[src/rtl/srb_pkg.sv]
package srb_pkg;
  typedef enum logic [2:0] {
    ST_IDLE,
    ST_ACQUIRE,
    ST_DOWNSTREAM,
    ST_RESP_DATA,
    ST_RESP_RETRY
  } srb_state_e;

  localparam logic [1:0] KIND_NONE  = 2'b00;
  localparam logic [1:0] KIND_DATA  = 2'b01;
  localparam logic [1:0] KIND_RETRY = 2'b10;

  // Window ends when the last remaining cycle passes without a grant.
  function automatic logic window_closed(input logic [31:0] left, input logic gnt);
    return (left == 32'd1) && !gnt;
  endfunction

  // Remaining-cycle count after one acquisition cycle.
  function automatic logic [31:0] step_down(input logic [31:0] left);
    return (left == 32'd0) ? 32'd0 : left - 32'd1;
  endfunction
endpackage

[src/rtl/srb_acq_timer.sv]
module srb_acq_timer #(
  parameter int TIMEOUT_CYC = 50,
  localparam int CNT_W = $clog2(TIMEOUT_CYC + 1)
) (
  input  logic clk,
  input  logic rst_n,
  input  logic load,
  input  logic run,
  input  logic gnt,
  output logic expire
);
  import srb_pkg::*;

  logic [CNT_W-1:0] left_q;
  logic [31:0]      left_ext;
  logic [31:0]      left_nxt;

  assign left_ext = 32'(left_q);
  assign left_nxt = step_down(left_ext);
  assign expire   = run && window_closed(left_ext, gnt);

  always_ff @(posedge clk) begin
    if (!rst_n) begin
      left_q <= '0;
    end else if (load) begin
      left_q <= CNT_W'(TIMEOUT_CYC);
    end else if (run && gnt) begin
      left_q <= '0;
    end else if (run) begin
      left_q <= left_nxt[CNT_W-1:0];
    end
  end
endmodule

[src/rtl/srb_ctrl_fsm.sv]
module srb_ctrl_fsm
  import srb_pkg::*;
(
  input  logic       clk,
  input  logic       rst_n,
  input  logic       txn_valid,
  input  logic       gnt,
  input  logic       ready,
  input  logic       expire,
  output srb_state_e state,
  output logic       load,
  output logic       run,
  output logic       start_evt,
  output logic       capture
);
  srb_state_e state_q, state_d;

  always_comb begin
    state_d   = state_q;
    load      = 1'b0;
    run       = 1'b0;
    start_evt = 1'b0;
    capture   = 1'b0;
    unique case (state_q)
      ST_IDLE: begin
        if (txn_valid) begin
          load    = 1'b1;
          state_d = ST_ACQUIRE;
        end
      end
      ST_ACQUIRE: begin
        run = 1'b1;
        if (gnt) begin
          start_evt = 1'b1;
          state_d   = ST_DOWNSTREAM;
        end else if (expire) begin
          state_d = ST_RESP_RETRY;
        end
      end
      ST_DOWNSTREAM: begin
        if (ready) begin
          capture = 1'b1;
          state_d = ST_RESP_DATA;
        end
      end
      ST_RESP_DATA:  state_d = ST_IDLE;
      ST_RESP_RETRY: state_d = ST_IDLE;
      default:       state_d = ST_IDLE;
    endcase
  end

  always_ff @(posedge clk) begin
    if (!rst_n) state_q <= ST_IDLE;
    else        state_q <= state_d;
  end

  assign state = state_q;
endmodule

[src/rtl/srb_datapath.sv]
module srb_datapath #(
  parameter int ADDR_W = 32,
  parameter int DATA_W = 32
) (
  input  logic              clk,
  input  logic              rst_n,
  input  logic              load,
  input  logic [ADDR_W-1:0] txn_addr,
  input  logic              start_evt,
  input  logic              capture,
  input  logic [DATA_W-1:0] rdata,
  output logic [ADDR_W-1:0] addr_q,
  output logic [DATA_W-1:0] data_q,
  output logic              start_q
);
  always_ff @(posedge clk) begin
    if (!rst_n) begin
      addr_q  <= '0;
      data_q  <= '0;
      start_q <= 1'b0;
    end else begin
      start_q <= start_evt;
      if (load)    addr_q <= txn_addr;
      if (capture) data_q <= rdata;
    end
  end
endmodule

[src/rtl/snoop_retry_bridge.sv]
module snoop_retry_bridge
  import srb_pkg::*;
#(
  parameter int ADDR_W      = 32,
  parameter int DATA_W      = 32,
  parameter int TIMEOUT_CYC = 50
) (
  input  logic              clk,
  input  logic              rst_n,
  input  logic              txn_valid,
  input  logic [ADDR_W-1:0] txn_addr,
  output logic              snoop_stall,
  output logic              snoop_done,
  output logic              resp_valid,
  output logic [1:0]        resp_kind,
  output logic [DATA_W-1:0] resp_data,
  output logic              xb_req,
  input  logic              xb_gnt,
  output logic              xb_start,
  output logic [ADDR_W-1:0] xb_addr,
  input  logic              xb_ready,
  input  logic [DATA_W-1:0] xb_rdata
);
  srb_state_e        state;
  logic              load, run, start_evt, capture, expire;
  logic [DATA_W-1:0] data_q;

  // Named internal events for the checker.
  logic in_acquire, in_downstream, busy, timeout_fire, resp_is_data, resp_is_retry;

  srb_ctrl_fsm u_fsm (
    .clk(clk), .rst_n(rst_n), .txn_valid(txn_valid), .gnt(xb_gnt),
    .ready(xb_ready), .expire(expire), .state(state), .load(load),
    .run(run), .start_evt(start_evt), .capture(capture)
  );

  srb_acq_timer #(.TIMEOUT_CYC(TIMEOUT_CYC)) u_timer (
    .clk(clk), .rst_n(rst_n), .load(load), .run(run), .gnt(xb_gnt),
    .expire(expire)
  );

  srb_datapath #(.ADDR_W(ADDR_W), .DATA_W(DATA_W)) u_dp (
    .clk(clk), .rst_n(rst_n), .load(load), .txn_addr(txn_addr),
    .start_evt(start_evt), .capture(capture), .rdata(xb_rdata),
    .addr_q(xb_addr), .data_q(data_q), .start_q(xb_start)
  );

  assign in_acquire    = (state == ST_ACQUIRE);
  assign in_downstream = (state == ST_DOWNSTREAM);
  assign resp_is_data  = (state == ST_RESP_DATA);
  assign resp_is_retry = (state == ST_RESP_RETRY);
  assign busy          = (state != ST_IDLE);
  assign timeout_fire  = expire;

  assign snoop_stall = in_acquire || in_downstream;
  assign xb_req      = in_acquire || in_downstream;
  assign snoop_done  = resp_is_data || resp_is_retry;
  assign resp_valid  = resp_is_data || resp_is_retry;
  assign resp_kind   = resp_is_data ? KIND_DATA : (resp_is_retry ? KIND_RETRY : KIND_NONE);
  assign resp_data   = resp_is_data ? data_q : '0;
endmodule

[config.mk]
export PLATFORM = sky130hd
export DESIGN_NAME = snoop_retry_bridge
export DESIGN_NICKNAME = d
export VERILOG_FILES = /design/src/rtl/srb_pkg.sv /design/src/rtl/srb_acq_timer.sv /design/src/rtl/srb_ctrl_fsm.sv /design/src/rtl/srb_datapath.sv /design/src/rtl/snoop_retry_bridge.sv
export SDC_FILE = /design/constraint.sdc
export NUM_CORES = 1
export LEC_CHECK = 0
export BUFFER_PORTS_ARGS = -buffer_cell sky130_fd_sc_hd__clkbuf_2
export CAP_MARGIN = 10
export CELL_PAD_IN_SITES_DETAIL_PLACEMENT = 0
export CELL_PAD_IN_SITES_GLOBAL_PLACEMENT = 1
export CORE_ASPECT_RATIO = 1.75
export CORE_MARGIN = 2
export CORE_UTILIZATION = 32
export DETAILED_ROUTE_END_ITERATION = 10
export PLACE_DENSITY_LB_ADDON = 0.1
export SLEW_MARGIN = 20
export SYNTH_ARGS = -nofsm -noshare
export SYNTH_HDL_FRONTEND = slang
export SYNTH_SLANG_ARGS = --single-unit
[constraint.sdc]
create_clock -name clk -period 1.95 [get_ports clk]
set_input_delay 0.195 -clock clk [delete_from_list [all_inputs] [get_ports clk]]
set_output_delay 0.195 -clock clk [all_outputs]
set_load 0.005 [all_outputs]
==> impl_metrics.toml, run 1 <==
[sta]
final-max-slew-violation-count = 0
final.min_clock_period_ns = 1.79
setup_repair_after_global_routing_missed_its_margin = "no"
fin_crit_sh_pct = 91.6
worst_slew_pin_slew_ns = 0.433
post-route-worst-setup-slack_ns = 0.163
timing.fmax_ghz = 0.560
finalHoldViolations = 0
finalSetupViolCount = 0
slew-limit-headroom_pct = 70.9
fin_setup_tns_ns = 0
worst_clock_skew_ns = 0.00574

[drt]
firstDrtPassIters = 4
detail_route.drc_violations = 0
postRouteWirelength_mm = 7.84
viasPerCell = 4.52
antenna_left = 0
detail_route.iter0.violations = 93
wire_length_per_cell_after_detailed_routing_um = 12.2
vias = 2898

[yosys]
synth-seq-area-share_pct = 49.4
synth_compound_gate_area_share_pct = 14.9
synthMuxAreaShare_pct = 0.375
synth.yosys.warnings = 0
yosys.area_share.adder_pct = 0.834
async_reset_ff_share_pct = 0
yosys.area_share.xor_xnor_pct = 0.292
synth_top_area_cell = "sky130_fd_sc_hd__dfxtp_1"
synth_cell_type_count = 32
yosys.area_share.simple_pct = 29.1
synth_top_area_share_pct = 49.4
ys_dominant_reg_cell = "sky130_fd_sc_hd__dfxtp_1"
mappedNetlistArea_mm2 = 0.00300
synth_enable_flop_cells = 0
main_combinational_cell_family_by_area_after_synthesis = "simple AND/OR/NAND/NOR gates"
number_of_flip_flops_and_latches_in_the_synthesized_netlist = 74
syn_avg_cell_area_um2 = 7.73
netlist_top_cells_count = "134 x sky130_fd_sc_hd__nand2_1, 74 x sky130_fd_sc_hd__dfxtp_1, 71 x sky130_fd_sc_hd__a21oi_1, 32 x sky130_fd_sc_hd__and2_1, 25 x sky130_fd_sc_hd__clkbuf_1"
ys_top_cells_by_area = "sky130_fd_sc_hd__dfxtp_1 49%, sky130_fd_sc_hd__nand2_1 17%, sky130_fd_sc_hd__a21oi_1 12%"
yosysMostFrequentCell = "sky130_fd_sc_hd__nand2_1"
postSynthCellCount = 388
syn-num-nets = 459

[grt]
grt_max_degree = 62
number_of_antenna_violations_at_the_first_check_in_global_routing = 0
all_layer_global_routing_usage_pct = 15.9
grt_pass1_wl_mm = 13.2
grt_pass1_vias = 2815
grt_overflow = 0

[clock_tree]
clkLatencyLatePin_ns = 0.33
clockBufferDepth = 2
cts_setup_buffers = 0
cts.sink_count = 74
cts_tree = "built"
clk_pin_slew_worst_paths_ns = 0.06
clock-root-buffer = "sky130_fd_sc_hd__clkbuf_16"
post_cts_resized = 0
tritoncts.num_buffers = 9
post_cts_hold_buffer_count = 0
cts-htree-levels = 3

[floorplan]
die_h_um = 132
design.core.area_mm2 = 0.00909
core.rowCount = 46
die_outline_area_mm2 = 0.0102
fp.dieW_um = 77.2
ios = 140
initial_utilization_pct = 33.0

[layout]
layoutNonFillerInstCount = 641
antenna_cells = 0
area_growth_syn_to_layout_pct = 35.7
design.final.nets = 587
fillerInstances = 1009
final_design_area_no_fill_mm2 = 0.00407
layout.core_utilization_pct = 44.8
drive_gt1_share_pct = 33.0

[worst_setup_path]
worst-endpoint-required_ns = 1.75
stage_delay_of_the_slowest_cell_on_the_critical_path_ns = 0.52
crit_path_cells = "and3b_1 > buf_4 > and2_1 > clkbuf_2"
worst_setup_path_type = "register to output pin"
reg2reg_from = "u_fsm.state[2]"
critical_path.slowest_cell = "sky130_fd_sc_hd__dfxtp_1"
r2r_end = "u_timer.left_q[3]"
crit_path_end_kind = "output pin"
critical_path.startpoint_type = "register"
reg2reg_slack_ns = 0.21
worstPathArrival_ns = 1.59
crit_fanout = 22
timing.reg2reg.worst_path_depth = 4

[hold_path]
whs_path_depth = 3
hold_sp = "txn_addr[31]"
timing.hold.worst.class = "primary input to register"
worstHoldEndpoint = "u_dp.addr_q[31]"

[placed_design]
dpl_worst_slack_ns = 0.216
port_buffers = 139
dp_hpwl_mm = 5.43
placement.cell_area_mm2 = 0.00380
place.detailed.instances = 625
finalWeightedCongestion = 0.731

[power]
power_density_mw_per_mm2 = 865
static-leakage-power_nw = 1.80
worst_ir_drop_vdd_v = 0.000429

[run]
timing.max_cap.violations = 0

[outcome]
status = "finished clean"
-- cell type report --
| type | instances | area, µm² | share of cell area (%) |
|---|---|---|---|
| clock buffer | 11 | 243 | 5.96 |
| inverter | 4 | 15.0 | 0.369 |
| clock inverter | 5 | 30.0 | 0.738 |
| multi-input combinational | 279 | 1380 | 33.8 |
| timing repair buffer | 148 | 776 | 19.1 |
| sequential | 74 | 1480 | 36.4 |
| tap | 120 | 150 | 3.69 |
-- cell families (layout without fill, tap and decap cells) --
kind of cell / Yosys count / count (layout)
simple gates: 193 / 193
compound gates: 82 / 82
flops: 74 / 74
buf+inv: 35 / 168
fa+ha+maj: 2 / 2
xor+xnor: 1 / 1
mux: 1 / 1
-- through the flow --
step                      total power, mW  hold WS (ns)
after floorplan                      1.89         0.318
after global routing                 3.71        0.0833
after detailed placement             2.07         0.423
after global placement               2.07         0.418
final                                3.52        0.0823
after CTS                            3.60        0.0678
-- flip-flops by register name, summed over array words and instances (netlist names) --
name and count:
u_dp.addr_q 32, u_dp.data_q 32, u_timer.left_q 6, u_fsm.state 3
u_dp.start_q 1
-- power by group --
group	switching [mW]	total (mW)	leakage, nW	internal, mW
logic	0.225	0.403	1.06	0.178
registers	0.0433	1.63	0.603	1.59
clock network	0.601	1.49	0.131	0.888
total	0.870	3.52	1.80	2.65
-- critical path: cells and delay by family, from the launching register on --
family                 cells  cell delay [ns]
buffers and inverters      2             0.31
AND/OR/NAND/NOR            2             0.44
flip-flops                 1             0.52
-- layout by cell type, fill, tap and decap left out, types with 2 or more instances in the layout --
cell type                      n
sky130_fd_sc_hd__and2_1       32
sky130_fd_sc_hd__nand3_1       2
sky130_fd_sc_hd__ha_1          2
sky130_fd_sc_hd__clkbuf_2    139
sky130_fd_sc_hd__nand2_1     134
sky130_fd_sc_hd__nor3b_1       2
sky130_fd_sc_hd__clkinv_2      3
sky130_fd_sc_hd__nor3_2        3
sky130_fd_sc_hd__a21oi_1      71
sky130_fd_sc_hd__nor3_1        3
sky130_fd_sc_hd__a31oi_1       4
sky130_fd_sc_hd__dfxtp_1      74
sky130_fd_sc_hd__clkbuf_16     9
sky130_fd_sc_hd__nor2_1        9
sky130_fd_sc_hd__clkinvlp_4    2
sky130_fd_sc_hd__o21ai_1       3
sky130_fd_sc_hd__inv_1         3
sky130_fd_sc_hd__buf_4         8
-- worst max-delay path by stage --
stage / startpoint / cells after the start / endpoint / slack, ns
2_1_floorplan: u_fsm.state[1] / 5 / u_timer.left_q[3] / 0.32
3_3_place_gp: u_fsm.state[2] / 4 / u_timer.left_q[3] / 0.26
3_5_place_dp: u_fsm.state[2] / 4 / u_timer.left_q[3] / 0.22
4_1_cts: u_fsm.state[1] / 4 / resp_data[22] / 0.13
5_1_grt: u_fsm.state[1] / 4 / resp_data[28] / 0.04
6_report: u_fsm.state[2] / 4 / resp_data[28] / 0.16
-- metal layers --
metal / GRT usage [%] / share of wire [%]
met5: 0 / 0
met4: 6.55 / 1.9
met3: 4.93 / 6.8
met2: 28.0 / 51
met1: 17.5 / 41
No activity file was read; power rests on OpenSTA's default activity.
==> inputs of run 2 (changes only) <==
--- a/config.mk
+++ b/config.mk
@@ -14,6 +14,7 @@
 export CORE_UTILIZATION = 32
 export DETAILED_ROUTE_END_ITERATION = 10
 export PLACE_DENSITY_LB_ADDON = 0.1
+export REMOVE_ABC_BUFFERS = 1
 export SLEW_MARGIN = 20
 export SYNTH_ARGS = -nofsm -noshare
 export SYNTH_HDL_FRONTEND = slang
==> impl_metrics.toml, run 2 (synthesis results as in run 1) <==
[sta]
setup_repair_after_global_routing_missed_its_margin = "no"
timing.fmax_ghz = 0.566
slew-limit-headroom_pct = 68.1
final-max-slew-violation-count = 0
fin_crit_sh_pct = 90.6
worst_clock_skew_ns = 0.00667
finalSetupViolCount = 0
hold_ws_ns = 0.0813
worst_slew_pin_slew_ns = 0.475
final.min_clock_period_ns = 1.77
finalHoldViolations = 0

[layout]
final_design_area_no_fill_mm2 = 0.00410
layout.core_utilization_pct = 45.1
layout.cells.most_common_list = "139 x sky130_fd_sc_hd__clkbuf_2, 134 x sky130_fd_sc_hd__nand2_1, 73 x sky130_fd_sc_hd__dfxtp_1"
design.final.nets = 586
antenna_cells = 0
most_common_cell_after_layout_fill_and_taps_aside = "sky130_fd_sc_hd__clkbuf_2"
area_growth_syn_to_layout_pct = 36.6
biggestRegsByFlops = "u_dp.addr_q (32), u_dp.data_q (32), u_timer.left_q (6)"
drive_gt1_share_pct = 33.3

[placed_design]
placement.cell_area_mm2 = 0.00379
dp_hpwl_mm = 5.38
finalWeightedCongestion = 0.741
port_buffers = 139

[worst_setup_path]
crit_fanout = 12
reg2reg_from = "u_fsm.state[1]"
worstPathArrival_ns = 1.57
timing.reg2reg.worst_path_depth = 4
timing.critical_path.from = "u_fsm.state[0]"
worst-endpoint-required_ns = 1.75
critical_path.startpoint_type = "register"
worst_setup_path_type = "register to output pin"
crit_path_end_kind = "output pin"

[power]
cell_internal_pwr_mw = 2.81
power_density_mw_per_mm2 = 900
power.share.clock_pct = 44.8
power.share.combinational_pct = 11.0
swShare_pct = 23.7
p_sw_uw = 872
static-leakage-power_nw = 1.81
seq_power_share_pct = 44.2
worst_ir_drop_vdd_v = 0.000575

[drt]
antenna_left = 0
detail_route.iter0.violations = 81
postRouteWirelength_mm = 7.76
viasPerCell = 4.54
vias = 2906
wire_length_per_cell_after_detailed_routing_um = 12.1
detail_route.drc_violations = 0
firstDrtPassIters = 4

[clock_tree]
clockBufferDepth = 2
post_cts_hold_buffer_count = 0
tritoncts.num_buffers = 9
cts-htree-levels = 3
cts_tree = "built"
clkLatencyLatePin_ns = 0.33
cts.sink_count = 74
cts_setup_buffers = 0
post_cts_resized = 0
clock-root-buffer = "sky130_fd_sc_hd__clkbuf_16"
clk_pin_slew_worst_paths_ns = 0.06

[hold_path]
hold_sp = "xb_rdata[8]"
whs_path_depth = 3
timing.hold.worst.class = "primary input to register"

[floorplan]
ios = 140
design.core.area_mm2 = 0.00909
initial_utilization_pct = 33.0
die_h_um = 132
core.rowCount = 46
fp.dieW_um = 77.2
die_outline_area_mm2 = 0.0102

[run]
timing.max_cap.violations = 0

[grt]
grt_max_degree = 53
number_of_antenna_violations_at_the_first_check_in_global_routing = 0
grt_pass1_wl_mm = 12.8
grt_pass1_vias = 2773
all_layer_global_routing_usage_pct = 15.7
grt_overflow = 0

[outcome]
status = "finished clean"
[run 2: layout make-up]
type,count,area [µm²]
fillers,972,5000
clock inverters,5,52.6
well taps,120,150
clock buffers,11,253
repair buffers,147,768
flip-flops and latches,74,1480
multi-input cells,279,1380
inverters,4,15.0
[run 2: metal layers]
layer  vias up  global-route usage [%]  wire length, µm
li1       1508                       -                -
met1      1280                    17.1             3290
met2       108                    27.1             3790
met3        10                    5.00              536
met4         0                    7.44              145
met5         -                       0                0
[run 2: stage by stage]
step | setup WS, ns | cells | setup TNS (ns) | total power, mW
after detailed placement | 0.220 | 624 | 0 | 2.07
after floorplan | -0.582 | 357 | -35.64 | 1.86
after global routing | 0.0768 | 640 | 0 | 3.88
after CTS | 0.0883 | 640 | 0 | 3.77
final | 0.184 | 640 | 0 | 3.69
after global placement | 0.244 | 624 | 0 | 2.07
[run 2: final timing paths]
path,to,slack [ns]
max,resp_valid,0.18
min,u_dp.data_q[8],0.08
max reg2reg,u_timer.left_q[3],0.25
min reg2reg,u_dp.data_q[25],0.45
[run 2: worst max-delay path, stage by stage, from the launching register on]
cell	delay (ns)
sky130_fd_sc_hd__dfxtp_1	0.30
sky130_fd_sc_hd__buf_4	0.16
sky130_fd_sc_hd__and3b_1	0.19
sky130_fd_sc_hd__buf_4	0.17
sky130_fd_sc_hd__or2_2	0.30
sky130_fd_sc_hd__clkbuf_2	0.12
[run 2: power groups by stage]
stage               Combinational (mW)  Clock (mW)  Sequential, mW
floorplan                        0.200           0            1.66
global placement                 0.412           0            1.66
detailed placement               0.412           0            1.66
CTS                              0.412        1.73            1.63
global route                     0.456        1.78            1.64
finish                           0.404        1.65            1.63
